[src/rtl/dcm_pkg.sv]
`timescale 1ns/1ps
package dcm_pkg;
  typedef enum logic {
    PH_LOW  = 1'b0,
    PH_HIGH = 1'b1
  } phase_e;
endpackage

[src/rtl/dcm_len_reg.sv]
`timescale 1ns/1ps
// Holds the requested length and the length in force for the current period.
module dcm_len_reg #(
  parameter int W         = 32,
  parameter int RESET_LEN = 1
) (
  input  logic         clk_ref,
  input  logic         rst_n,
  input  logic         load_en,
  input  logic [W-1:0] len_in,
  input  logic         take,
  output logic [W-1:0] active_len
);
  localparam logic [W-1:0] RST_VAL = W'(RESET_LEN);

  // A zero length is promoted to one cycle.
  function automatic logic [W-1:0] eff_len(input logic [W-1:0] v);
    return (v == '0) ? W'(1) : v;
  endfunction

  logic [W-1:0] pending_q;

  always_ff @(posedge clk_ref or negedge rst_n) begin
    if (!rst_n) pending_q <= RST_VAL;
    else if (load_en) pending_q <= len_in;
  end

  always_ff @(posedge clk_ref or negedge rst_n) begin
    if (!rst_n) active_len <= eff_len(RST_VAL);
    else if (take) active_len <= eff_len(pending_q);
  end
endmodule

[src/rtl/dcm_phase_gen.sv]
`timescale 1ns/1ps
// Produces one low cycle, then active_len high cycles, repeating.
module dcm_phase_gen #(
  parameter int W = 32
) (
  input  logic         clk_ref,
  input  logic         rst_n,
  input  logic [W-1:0] active_len,
  output logic         clk_q,
  output logic         leave_low,
  output logic         end_high
);
  import dcm_pkg::*;

  phase_e       ph_q;
  logic [W-1:0] cnt_q;

  function automatic logic high_finished(input logic [W-1:0] c, input logic [W-1:0] len);
    return c >= len;
  endfunction

  assign leave_low = (ph_q == PH_LOW);
  assign end_high  = (ph_q == PH_HIGH) && high_finished(cnt_q, active_len);
  assign clk_q     = (ph_q == PH_HIGH);

  always_ff @(posedge clk_ref or negedge rst_n) begin
    if (!rst_n) begin
      ph_q  <= PH_LOW;
      cnt_q <= '0;
    end else if (leave_low) begin
      ph_q  <= PH_HIGH;
      cnt_q <= W'(1);
    end else if (end_high) begin
      ph_q  <= PH_LOW;
      cnt_q <= '0;
    end else begin
      cnt_q <= cnt_q + W'(1);
    end
  end
endmodule

[src/rtl/duty_clk_shaper.sv]
`timescale 1ns/1ps
module duty_clk_shaper #(
  parameter int CNT_W     = 32,
  parameter int RESET_LEN = 1
) (
  input  logic             clk_ref,
  input  logic             rst_n,
  input  logic [CNT_W-1:0] len_in,
  input  logic             len_load,
  output logic             clk_out
);
  logic [CNT_W-1:0] active_len;
  logic             leave_low;  // period boundary: low cycle ends at next edge
  logic             end_high;   // last high cycle of the period

  dcm_len_reg #(.W(CNT_W), .RESET_LEN(RESET_LEN)) u_len (
    .clk_ref    (clk_ref),
    .rst_n      (rst_n),
    .load_en    (len_load),
    .len_in     (len_in),
    .take       (leave_low),
    .active_len (active_len)
  );

  dcm_phase_gen #(.W(CNT_W)) u_phase (
    .clk_ref    (clk_ref),
    .rst_n      (rst_n),
    .active_len (active_len),
    .clk_q      (clk_out),
    .leave_low  (leave_low),
    .end_high   (end_high)
  );
endmodule

[config.mk]
export PLATFORM = sky130hd
export DESIGN_NAME = duty_clk_shaper
export DESIGN_NICKNAME = d
export VERILOG_FILES = /design/src/rtl/dcm_pkg.sv /design/src/rtl/dcm_len_reg.sv /design/src/rtl/dcm_phase_gen.sv /design/src/rtl/duty_clk_shaper.sv
export SDC_FILE = /design/constraint.sdc
export NUM_CORES = 1
export LEC_CHECK = 0
export BUFFER_PORTS_ARGS = -buffer_cell sky130_fd_sc_hd__buf_4
export CAP_MARGIN = 25
export CORE_MARGIN = 8
export CORE_UTILIZATION = 55
export CTS_CLUSTER_DIAMETER = 50
export CTS_CLUSTER_SIZE = 12
export DETAILED_ROUTE_END_ITERATION = 12
export PLACE_DENSITY = 0.75
export SYNTH_ARGS = -nofsm -noshare
export SYNTH_HDL_FRONTEND = slang
export SYNTH_HIERARCHICAL = 1
export SYNTH_SLANG_ARGS = --single-unit
[constraint.sdc]
create_clock -name clk_ref -period 1.8 [get_ports clk_ref]
set_input_delay 0.45 -clock clk_ref [delete_from_list [all_inputs] [get_ports clk_ref]]
set_output_delay 0.45 -clock clk_ref [all_outputs]
set_load 0.05 [all_outputs]
### After elaboration in Yosys (flattened, before gate mapping)

Cells that the tools add are included.

| word-level totals | value |
|---|---|
| bits in registers | 97 |
| latch bits | 0 |
| bits in writable memories | 0 |
| ROM bits | 0 |
| input port bits | 35 |
| output and inout bits | 1 |
| word-level logic and storage cells | 13 |
| memories | 0 |

| operators by class | value |
|---|---|
| $add $sub $neg | 1 |
| $mul | 0 |
| div/mod/pow operators | 0 |
| order comparisons | 1 |
| equal/unequal tests | 0 |
| shift-type cells | 0 |
| mux-type cells | 5 |
| bitwise logic cells | 0 |
| reductions and logical operators | 2 |

Operators by type and width:

| cell | count |
|---|---|
| $mux W32 | 3 |
| $add A32 B1 Y32 const B | 1 |
| $ge A32 B32 Y1 | 1 |
| $logic_not A32 Y1 | 1 |
| $mux W1 | 2 |
| $logic_and A1 B1 Y1 | 1 |

### Depth between registers and ports, before layout

Gate-level depths: netlist of the first run.

| depth | value |
|---|---|
| depth after elaboration | 4 |
| gate-level depth with buffers | 8 |
| depth with buffers taken out | 7 |

### Modules after synthesis

Netlist of the first run, hierarchy kept.

By module, submodules not included:

| module | times used | cells each | area each (um2) |
|---|---|---|---|
| dcm_phase_gen | 1 | 278 | 2671.3 |
| dcm_len_reg | 1 | 148 | 2497.4 |

### Least setup slack after synthesis of the first run

No wires, ideal clock.

| timing path | value |
|---|---|
| path type | flip-flop to flip-flop |
| start point | register u_len.active_len[0] |
| end point | register u_phase.cnt_q[14] |
| arrival time | 1.931 ns |
| setup slack | -0.211 ns |
| stages on the path, launching flop included | 8 |
| path buffers | 1 |
| clock period less this slack | 2.011 ns |
| cells stage by stage | dfstp_2 -> ha_1 -> nand2b_4 -> a2111o_1 -> a31oi_1 -> o22ai_2 -> buf_6 -> nor3_4 |

| on the way | value |
|---|---|
| cells in the longest elaborated chain, start to end | 4 |

Ends and longest elaborated chain:

| what | RTL line | text |
|---|---|---|
| from (decl) | dcm_len_reg.sv:12 | `output logic [W-1:0] active_len` |
| from (signal assigned) | dcm_len_reg.sv:29 | `if (!rst_n) active_len <= eff_len(RST_VAL);` |
| from (signal assigned) | dcm_len_reg.sv:30 | `else if (take) active_len <= eff_len(pending_q);` |
| $ge A32 B32 Y1 | dcm_phase_gen.sv:19 | `return c >= len;` |
| $logic_and A1 B1 Y1 | dcm_phase_gen.sv:23 | `assign end_high = (ph_q == PH_HIGH) && high_finished(cnt_q, active_len);` |
| $mux W32 | dcm_phase_gen.sv:33 | `end else if (end_high) begin` |
| $mux W32 | dcm_phase_gen.sv:30 | `end else if (leave_low) begin` |
| to (signal assigned) | dcm_phase_gen.sv:37 | `cnt_q <= cnt_q + W'(1);` |
| to (decl) | dcm_phase_gen.sv:16 | `logic [W-1:0] cnt_q;` |

Every way passes these cells.
A chain may end at the register's enable or synchronous reset.

### Worst setup path after layout of the first run

| timing path | value |
|---|---|
| start point | register u_len.active_len[0] |
| end point | register u_phase.cnt_q[2] |

Same word-level chain as after synthesis.

==> results.sh, run 1 <==
export IMPL_status="complete, but fails checks"
export IMPL_violations="negative setup slack"
export IMPL_fin_setup_tns_ns=-7.45
export IMPL_cellPowerDensity_nw_per_um2=787
export IMPL_hold_path_class="in2async"
export IMPL_maxSlewHeadroom_pct=66.4
export IMPL_slowest_stage="dfstp_2"
export IMPL_syn_area_per_cell_um2=12.1
export IMPL_antenna_found_initial=0
export IMPL_grt_pass1_vias=3728
export IMPL_period_share_pct=115
export IMPL_worstPathMaxFanout=5
export IMPL_antenna_left=0
export IMPL_hpwl_um=7550
export IMPL_crit_type="reg2reg"
export IMPL_cts_root_buf="clkbuf_8"
export IMPL_drt_wl_total_um=10500
export IMPL_setup_viol=33
export IMPL_grt_total_usage_pct=17.6
export IMPL_ctsHoldBuffers=0
export IMPL_r2r_slack_ns=-0.28
export IMPL_die_width_um=113
export IMPL_grt_overflow_total=0
export IMPL_wl_per_cell_um=17.1
export IMPL_syn_num_nets=493
export IMPL_clock_path_buffers=2
export IMPL_rsz0062_at_grt="true"
export IMPL_cts_buffers=9
export IMPL_slew_viol_final=0
export IMPL_row_count=35
export IMPL_hold_viol=0
export IMPL_cpPeakStageDelay_ns=0.57
export IMPL_finClkSkew_ns=0.0131
export IMPL_fin_ws_ns=-0.276
export IMPL_worstPathRequired_ns=2.10
export IMPL_firstDrtPassIters=4
export IMPL_ctsHtreeMaxLevel=3
export IMPL_p_leak_nw=2.76
export IMPL_drc=0
export IMPL_dr_total_vias=3418
export IMPL_drv_cap=0
export IMPL_syn_inst=425
export IMPL_design_core_area_um2=9150
export IMPL_drive_gt1_share_pct=43.4
export IMPL_antenna_diode_count=0
export IMPL_areaGrowthSynthToFinish_pct=19.7
export IMPL_die_y_um=113
export IMPL_cts_sinks=97
export IMPL_place_gp_congestion=0.792
export IMPL_insertion_delay_ns=0.38
export IMPL_max_freq_mhz=482
export IMPL_grt_pass1_wl_um=18000
export IMPL_worst_pin_slew_ns=0.504
export IMPL_viasPerCell=5.55
export IMPL_yosys_warnings=6
export IMPL_nNetsFinal=568
export IMPL_synth_area_um2=5160
export IMPL_endpoint_kind="flip-flop"
export IMPL_cts_tree="done"
export IMPL_io_pins=36
export IMPL_nFillCells=656
export IMPL_start_util_pct=56.4
export IMPL_drtIter0Drc=124
export IMPL_worst_setup_path_start_kind="flip-flop"
export IMPL_cp_cell_sequence="ha_4 -> nand2b_4 -> a2111o_1 -> a31oi_4 -> o22ai_4 -> buf_4 -> buf_6 -> nor3_4"
export IMPL_min_period_ns=2.08
export IMPL_ir_worst_vdd_v=0.000511
export IMPL_dieArea_um2=12700
export IMPL_dp_slack_ns=-0.272
export IMPL_clkTransAtPathRegs_ns=0.11
export IMPL_arrival_ns=2.38
export IMPL_port_buffers=35
export IMPL_grt_max_degree=98
[cell type report]
class,instances,area (um^2),area share [%]
Clock inverter,7,72.6,1.17
Timing Repair Buffer,80,657,10.6
Multi-Input combinational cell,273,2610,42.2
Sequential cell,97,2430,39.3
Tap cell,111,139,2.25
Inverter,39,146,2.37
Clock buffer,9,124,2.00
[metrics by stage]
step	utilization, %	instance area, um^2	power, mW	instances	hold WS [ns]
finish	67.5	6180	4.87	616	0.107
global route	67.5	6180	5.10	616	0.152
CTS	67.4	6170	4.89	616	0.131
detailed placement	63.3	5800	3.40	596	0.496
global placement	63.3	5800	3.35	596	0.493
floorplan	-	5190	3.08	425	0.154
[state kept, by name (all words and copies together), names as in the netlist]
register,count
u_len/active_len,32
u_len/pending_q,32
u_phase/clk_q,1
u_phase/cnt_q,32
[layer usage]
metal	track usage [%]	vias up	part of all wire [%]	routed length, um
met5	0	-	0	0
met4	8.17	0	2.5	266
met3	3.09	21	3.2	336
met2	30.3	60	51	5390
met1	21.0	1688	43	4550
li1	-	1649	-	-
[critical path, delay by kind of cell (launching register included)]
kind                     cells  cell delay [ns]
AND/OR/NAND/NOR              2             0.25
buffers and inverters        2             0.28
AO/OA/AOI/OAI                3             0.72
flip-flops                   1             0.57
adder cells (fa/ha/maj)      1             0.19
[where the power goes]
part           internal, mW  switching [mW]  total [mW]
logic                 0.488           0.428       0.916
registers              2.36           0.161        2.52
clock network         0.548           0.878        1.43
total                  3.40            1.47        4.87
[placed cells by master (no fill, tap or decap), types with 3 or more instances in the layout]
cell type   n
nor3_1      9
nor3_2     27
nand2_1    18
and4_1      5
dfrtp_1    94
nand4_1    11
nor4_2      5
xor2_1     12
buf_12      3
nor4_1      5
a21o_1      3
ha_4        8
clkbuf_8    9
buf_4      72
inv_1      35
inv_8       3
nor2_1      6
mux2_2     61
a21oi_1    14
inv_2       4
xnor2_1    18
nor3_4      3
o21ai_0     7
ha_1       25
and3_1      5
buf_6       5
nand3_1     7
[path summary, 6_finish.rpt]
check / start / endpoint / depth (start not counted)
max reg2reg: u_len/active_len[0]$_DFFE_PN1P_ / u_phase/cnt_q[2]$_DFF_PN0_ / 8
min in group clk_ref: len_in[4] / u_len/pending_q[4]$_DFFE_PN0P_ / 2
max in group asynchronous: rst_n / u_phase/cnt_q[25]$_DFF_PN0_ / 2
min reg2reg: u_len/active_len[18]$_DFFE_PN0P_ / u_len/active_len[18]$_DFFE_PN0P_ / 1
min: rst_n / u_len/pending_q[9]$_DFFE_PN0P_ / 2
max: u_len/active_len[0]$_DFFE_PN1P_ / u_phase/cnt_q[2]$_DFF_PN0_ / 8
[repair_timing]
action	in CTS	in global routing
cloned	0	0
resized for setup	22	2
setup endpoints to repair	33	33
buffers inserted	4	0
pin swaps	4	2
Note: power is estimated with default switching activity, not from simulation.
==> inputs of run 2 (changes only) <==
--- a/config.mk
+++ b/config.mk
@@ -7,6 +7,7 @@
 export LEC_CHECK = 0
 export BUFFER_PORTS_ARGS = -buffer_cell sky130_fd_sc_hd__buf_4
 export CAP_MARGIN = 25
+export CORE_ASPECT_RATIO = 0.75
 export CORE_MARGIN = 8
 export CORE_UTILIZATION = 55
 export CTS_CLUSTER_DIAMETER = 50
==> run 2 against run 1 <==
Effect of this change:
- the flow still finishes with violations (negative setup slack)
- worst setup slack improved by 0.0092 ns
- sequential share of layout area decreased by 0.95 points
- critical path depth decreased by 1
- cell count increased by 2.3%
- wire length increased by 6.2%
- count of clock-buffer cells in the layout unchanged
- clock skew decreased by 0.0054 ns
- register-to-register slack about the same
- largest cell class unchanged
- largest power group unchanged
==> results.sh, run 2 (same netlist as run 1, synthesis figures left out) <==
export IMPL_design_core_area_um2=9080
export IMPL_ctsHtreeMaxLevel=3
export IMPL_grt_pass1_vias=3594
export IMPL_worstPathMaxFanout=10
export IMPL_grt_total_usage_pct=18.2
export IMPL_r2r_start="u_len/active_len[0]$_DFFE_PN1P_"
export IMPL_arrival_ns=2.32
export IMPL_clkTransAtPathRegs_ns=0.07
export IMPL_drv_cap=0
export IMPL_hold_path_class="in2async"
export IMPL_wl_met3_um=560
export IMPL_fin_ws_ns=-0.267
export IMPL_antenna_diode_count=0
export IMPL_mostFrequentLayoutCell="dfrtp_1"
export IMPL_regArea_um2=2430
export IMPL_status="complete, but fails checks"
export IMPL_drc=0
export IMPL_crit_end="u_phase/cnt_q[0]$_DFF_PN0_"
export IMPL_worstPathRequired_ns=2.05
export IMPL_grt_pass1_wl_um=18300
export IMPL_cts_tree="done"
export IMPL_clock_path_buffers=2
export IMPL_finalInstanceArea_um2=6330
export IMPL_antenna_found_initial=0
export IMPL_ctsHoldBuffers=0
export IMPL_ir_worst_vdd_v=0.000749
export IMPL_drive_gt1_share_pct=43.0
export IMPL_hpwl_um=8120
export IMPL_maxSlewHeadroom_pct=72.6
export IMPL_grt_max_degree=40
export IMPL_drt_wl_total_um=11200
export IMPL_insertion_delay_ns=0.35
export IMPL_max_freq_mhz=484
export IMPL_endpoint_kind="flip-flop"
export IMPL_drtIter0Drc=165
export IMPL_worst_setup_path_start_kind="flip-flop"
export IMPL_cts_root_buf="clkbuf_16"
export IMPL_violations="negative setup slack"
export IMPL_rsz0062_at_grt="true"
export IMPL_period_share_pct=115
export IMPL_cellPowerDensity_nw_per_um2=880
export IMPL_p_leak_nw=2.82
export IMPL_viasPerCell=5.54
export IMPL_cts_buffers=9
export IMPL_cts_sinks=97
export IMPL_dieArea_um2=12800
export IMPL_slew_viol_final=0
export IMPL_timing_rr_end="u_phase/cnt_q[0]$_DFF_PN0_"
export IMPL_multi_input_area_um2=2600
export IMPL_hold_viol=0
export IMPL_worstRegToRegCells=7
export IMPL_m1WireLength_um=5540
export IMPL_place_area_um2=5810
export IMPL_worst_pin_slew_ns=0.412
export IMPL_nNetsFinal=565
export IMPL_routed_top_layer="met4"
export IMPL_r2r_slack_ns=-0.27
export IMPL_die_width_um=128
export IMPL_io_pins=36
export IMPL_start_util_pct=56.8
export IMPL_nFillCells=667
export IMPL_crit_start="u_len/active_len[0]$_DFFE_PN1P_"
export IMPL_wl_per_cell_um=17.8
export IMPL_biggestRegsByFlops="u_len/active_len x32, u_len/pending_q x32, u_phase/cnt_q x32"
export IMPL_min_period_ns=2.07
export IMPL_final_cell_mix="dfrtp_1 (95), buf_4 (68), mux2_2 (61)"
export IMPL_row_count=30
export IMPL_place_gp_congestion=0.824
export IMPL_port_buffers=35
export IMPL_grt_overflow_total=0
export IMPL_finalNonFillerCells=630
export IMPL_route_met2_wl_um=4980
export IMPL_finClkSkew_ns=0.00768
export IMPL_antenna_left=0
export IMPL_firstDrtPassIters=4
export IMPL_crit_type="reg2reg"
export IMPL_placedCellCount=608
export IMPL_die_y_um=99.9
export IMPL_areaGrowthSynthToFinish_pct=22.6
export IMPL_dr_total_vias=3490
export IMPL_setup_viol=33
-- run 2: final cells by class --
class / instances / area share, %
multi-input cells: 273 / 41.1
inverters: 39 / 2.31
well taps: 128 / 2.53
clock inverters: 7 / 1.66
flip-flops and latches: 97 / 38.4
repair buffers: 77 / 10.4
clock buffers: 9 / 3.56
-- run 2: power by group --
group          internal (mW)  leakage [nW]  switching [mW]
registers               2.36          1.22           0.196
logic                  0.477          1.44           0.393
clock network           1.24         0.159           0.896
total                   4.08          2.82            1.49
-- run 2: worst max-delay path: stages (launching register included) --
cell,delay [ns]
dfstp_2,0.57
ha_4,0.20
nand2b_4,0.13
a2111o_1,0.40
a31oi_4,0.18
o22ai_4,0.12
buf_12,0.17
o41ai_2,0.20
-- run 2: per-layer routing --
| layer | vias up | track usage [%] |
|---|---|---|
| met5 | - | 0 |
| li1 | 1643 | - |
| met1 | 1743 | 25.7 |
| met2 | 91 | 26.6 |
| met4 | 0 | 5.01 |
| met3 | 13 | 5.24 |
-- run 2: per-stage QoR --
| stage | hold WS [ns] | setup TNS [ns] | util [%] | total power, mW | worst slack [ns] |
|---|---|---|---|---|---|
| 2_1_floorplan | 0.154 | -0.916 | - | 3.08 | -0.0331 |
| 3_5_place_dp | 0.400 | -8.30 | 63.9 | 3.42 | -0.315 |
| 5_1_grt | 0.0362 | -10.50 | 69.7 | 5.80 | -0.351 |
| 6_report | 0.0168 | -7.04 | 69.7 | 5.57 | -0.267 |
| 3_3_place_gp | 0.400 | -6.67 | 63.9 | 3.36 | -0.272 |
| 4_1_cts | 0.0197 | -6.52 | 68.3 | 5.60 | -0.269 |
-- run 2: how the worst min path moves through the flow --
stage | startpoint | endpoint | slack, ns | cells past startpoint
final | rst_n | u_len/active_len[14]$_DFFE_PN0P_ | 0.02 | 1
after global routing | rst_n | u_len/active_len[14]$_DFFE_PN0P_ | 0.04 | 1
after CTS | rst_n | u_len/active_len[14]$_DFFE_PN0P_ | 0.02 | 1
after detailed placement | rst_n | u_len/pending_q[4]$_DFFE_PN0P_ | 0.40 | 1
after global placement | rst_n | u_len/pending_q[4]$_DFFE_PN0P_ | 0.40 | 1
after floorplan | rst_n | u_len/active_len[10]$_DFFE_PN0P_ | 0.15 | 0
-- run 2: what timing repair did --
action / CTS / global route
setup buffers: 1 / 4
gates resized for setup: 13 / 14
pin swaps: 1 / 3
endpoints found under the setup margin: 33 / 33
cloned: 0 / 1
==> inputs of run 3 (changes only) <==
--- a/config.mk
+++ b/config.mk
@@ -16,5 +16,4 @@
 export PLACE_DENSITY = 0.75
 export SYNTH_ARGS = -nofsm -noshare
 export SYNTH_HDL_FRONTEND = slang
-export SYNTH_HIERARCHICAL = 1
 export SYNTH_SLANG_ARGS = --single-unit
==> run 3 against run 2 <==
Effect of this change:
- the flow still finishes with violations (negative setup slack)
- critical path depth is 1 higher
- cell count grew 0.48%
- core utilization grew 2.9 points
- count of clock-buffer cells in the layout unchanged
- synthesized cell count is 0.94% lower
- design area increased by 3.4%
==> results.sh, run 3 <==
export IMPL_max_freq_mhz=496
export IMPL_drv_cap=0
export IMPL_cts_sinks=97
export IMPL_hpwl_um=8360
export IMPL_ir_worst_vdd_v=0.000928
export IMPL_final_cell_mix="dfrtp_1 (93), buf_4 (91), mux2_2 (63)"
export IMPL_worst_pin_slew_ns=0.483
export IMPL_io_pins=36
export IMPL_ys_async_sr_fraction_pct=100
export IMPL_p_leak_nw=2.92
export IMPL_slew_viol_final=0
export IMPL_antenna_diode_count=0
export IMPL_min_period_ns=2.01
export IMPL_cellPowerDensity_nw_per_um2=856
export IMPL_hold_viol=0
export IMPL_grt_pass1_wl_um=19400
export IMPL_placedCellCount=605
export IMPL_crit_type="reg2reg"
export IMPL_synth_ff_type="dfrtp_1"
export IMPL_grt_overflow_total=0
export IMPL_port_buffers=35
export IMPL_clkTransAtPathRegs_ns=0.07
export IMPL_cts_root_buf="clkbuf_16"
export IMPL_netlist_top_cells_count="dfrtp_1 (95), mux2_2 (63), inv_1 (38), ha_1 (33), nor3_1 (23)"
export IMPL_worstPathMaxFanout=8
export IMPL_biggestRegsByFlops="u_len.active_len x32, u_len.pending_q x32, u_phase.cnt_q x32"
export IMPL_cpPeakStageDelay_ns=0.43
export IMPL_wl_per_cell_um=18.3
export IMPL_dp_slack_ns=-0.234
export IMPL_worstPathRequired_ns=2.06
export IMPL_clock_path_buffers=2
export IMPL_ys_ff_latch=97
export IMPL_place_area_um2=5940
export IMPL_multi_input_area_um2=2660
export IMPL_regArea_um2=2430
export IMPL_areaGrowthSynthToFinish_pct=29.4
export IMPL_nNetsFinal=584
export IMPL_cts_buffers=9
export IMPL_yosysSeqAreaShare_pct=48.1
export IMPL_start_util_pct=56.1
export IMPL_r2r_start="u_len.active_len[11]$_DFFE_PN0N_"
export IMPL_hold_path_class="in2async"
export IMPL_firstDrtPassIters=4
export IMPL_total_power_mw=5.60
export IMPL_antenna_found_initial=0
export IMPL_drive_gt1_share_pct=48.6
export IMPL_violations="negative setup slack"
export IMPL_drc=0
export IMPL_finClkSkew_ns=0.00769
export IMPL_syn_inst=421
export IMPL_slowest_stage="o31a_4"
export IMPL_grt_use_met2_pct=29.6
export IMPL_finalNonFillerCells=633
export IMPL_mostFrequentLayoutCell="dfrtp_1"
export IMPL_syn_num_nets=489
export IMPL_fin_ws_ns=-0.214
export IMPL_drt_wl_total_um=11600
export IMPL_row_count=30
export IMPL_ctsHtreeMaxLevel=3
export IMPL_status="complete, but fails checks"
export IMPL_fin_util_pct=72.6
export IMPL_cts_tree="done"
export IMPL_ctsHoldBuffers=0
export IMPL_ys_top_cells_by_area="dfrtp_1 (47%), mux2_2 (14%), ha_1 (8.2%)"
export IMPL_synth_most_common_cell="dfrtp_1"
export IMPL_drtIter0Drc=139
export IMPL_worst_setup_path_start_kind="flip-flop"
export IMPL_synth_area_um2=5050
export IMPL_insertion_delay_ns=0.35
export IMPL_endpoint_kind="flip-flop"
export IMPL_rsz0062_at_grt="true"
export IMPL_antenna_left=0
export IMPL_arrival_ns=2.28
export IMPL_met1_usage_pct=27.0
export IMPL_grt_pass1_vias=3852
export IMPL_cp_cell_sequence="inv_1 -> ha_1 -> a21oi_1 -> o21a_1 -> o221ai_1 -> o31a_4 -> buf_6 -> nor3_2"
export IMPL_setup_viol=33
export IMPL_synth_top_area_cell="dfrtp_1"
export IMPL_period_share_pct=112
export IMPL_place_gp_congestion=0.846
export IMPL_dieArea_um2=12500
export IMPL_synth_edf_count=0
export IMPL_yosys_warnings=0
export IMPL_crit_start="u_len.active_len[11]$_DFFE_PN0N_"
export IMPL_grt_total_usage_pct=19.5
export IMPL_whs_ns=0.0517
export IMPL_viasPerCell=5.56
export IMPL_grt_max_degree=34
export IMPL_fin_setup_tns_ns=-6.37
export IMPL_dr_total_vias=3521
export IMPL_synth_top_area_share_pct=47.0
export IMPL_syn_area_per_cell_um2=12.0
export IMPL_nFillCells=573
export IMPL_synth_cell_types=44
export IMPL_die_width_um=127
export IMPL_top_usage_layer="met2"
export IMPL_die_y_um=99.0
export IMPL_maxSlewHeadroom_pct=67.8
export IMPL_grtUsageMet3_pct=4.37
export IMPL_finalInstanceArea_um2=6540
export IMPL_design_core_area_um2=9010
==> run 3: final timing paths <==
kind                                                   endpoint  slack [ns]  cells past startpoint
worst min-delay path                 u_phase.cnt_q[4]$_DFF_PN0_        0.05                      1
worst min register to register  u_len.active_len[1]$_DFFE_PN0N_        0.51                      1
worst max register to register      u_phase.cnt_q[17]$_DFF_PN0_       -0.21                      8
worst max-delay path                u_phase.cnt_q[17]$_DFF_PN0_       -0.21                      8
min in group clk_ref            u_len.pending_q[16]$_DFFE_PN0P_        0.33                      2
max in group asynchronous        u_len.pending_q[7]$_DFFE_PN0P_        1.22                      2
==> run 3: what timing repair did <==
action	in CTS	in global routing
pin swaps	12	5
endpoints found under the hold margin	0	0
resized for setup	18	22
setup endpoints to repair	33	33
cloned	3	0
buffers inserted	6	3
==> run 3: routing by layer <==
| metal | vias up | share of wire, % |
|---|---|---|
| li1 | 1684 | - |
| met1 | 1732 | 48 |
| met2 | 91 | 46 |
| met3 | 14 | 4.7 |
| met4 | 0 | 1.4 |
| met5 | - | 0 |
==> run 3: cell type report <==
type	count	share of cell area, %
clock buffers	9	3.44
clock inverters	7	1.72
inverters	38	2.18
multi-input cells	270	40.6
flip-flops and latches	97	37.2
well taps	112	2.14
repair buffers	100	12.7
==> run 3: cells by family (layout without fill, tap and decap cells) <==
| kind of cell | after synthesis | in the layout | share of synthesized area [%] |
|---|---|---|---|
| DFF | 97 | 97 | 48.1 |
| xor gates and xnor gates | 30 | 30 | 5.20 |
| AOI/OAI and AO/OA | 29 | 29 | 4.14 |
| and+or+nand+nor | 115 | 115 | 15.6 |
| muxes | 63 | 63 | 14.0 |
| buffers and inverters | 54 | 154 | 4.78 |
| adders and majority gates | 33 | 33 | 8.17 |
==> run 3: critical path: cells and delay by family, from the launching register on <==
kind                       cells  cell delay, ns
AOI/OAI and AO/OA              4            0.84
DFF                            1            0.37
adders and majority gates      1            0.33
buffers and inverters          2            0.23
and+or+nand+nor                1            0.15
==> run 3: power breakdown <==
group          internal, mW  total (mW)  switching (mW)  leakage (nW)
clock network          1.25        2.14           0.897         0.161
registers              2.36        2.55           0.186          1.22
logic                 0.478       0.902           0.425          1.53
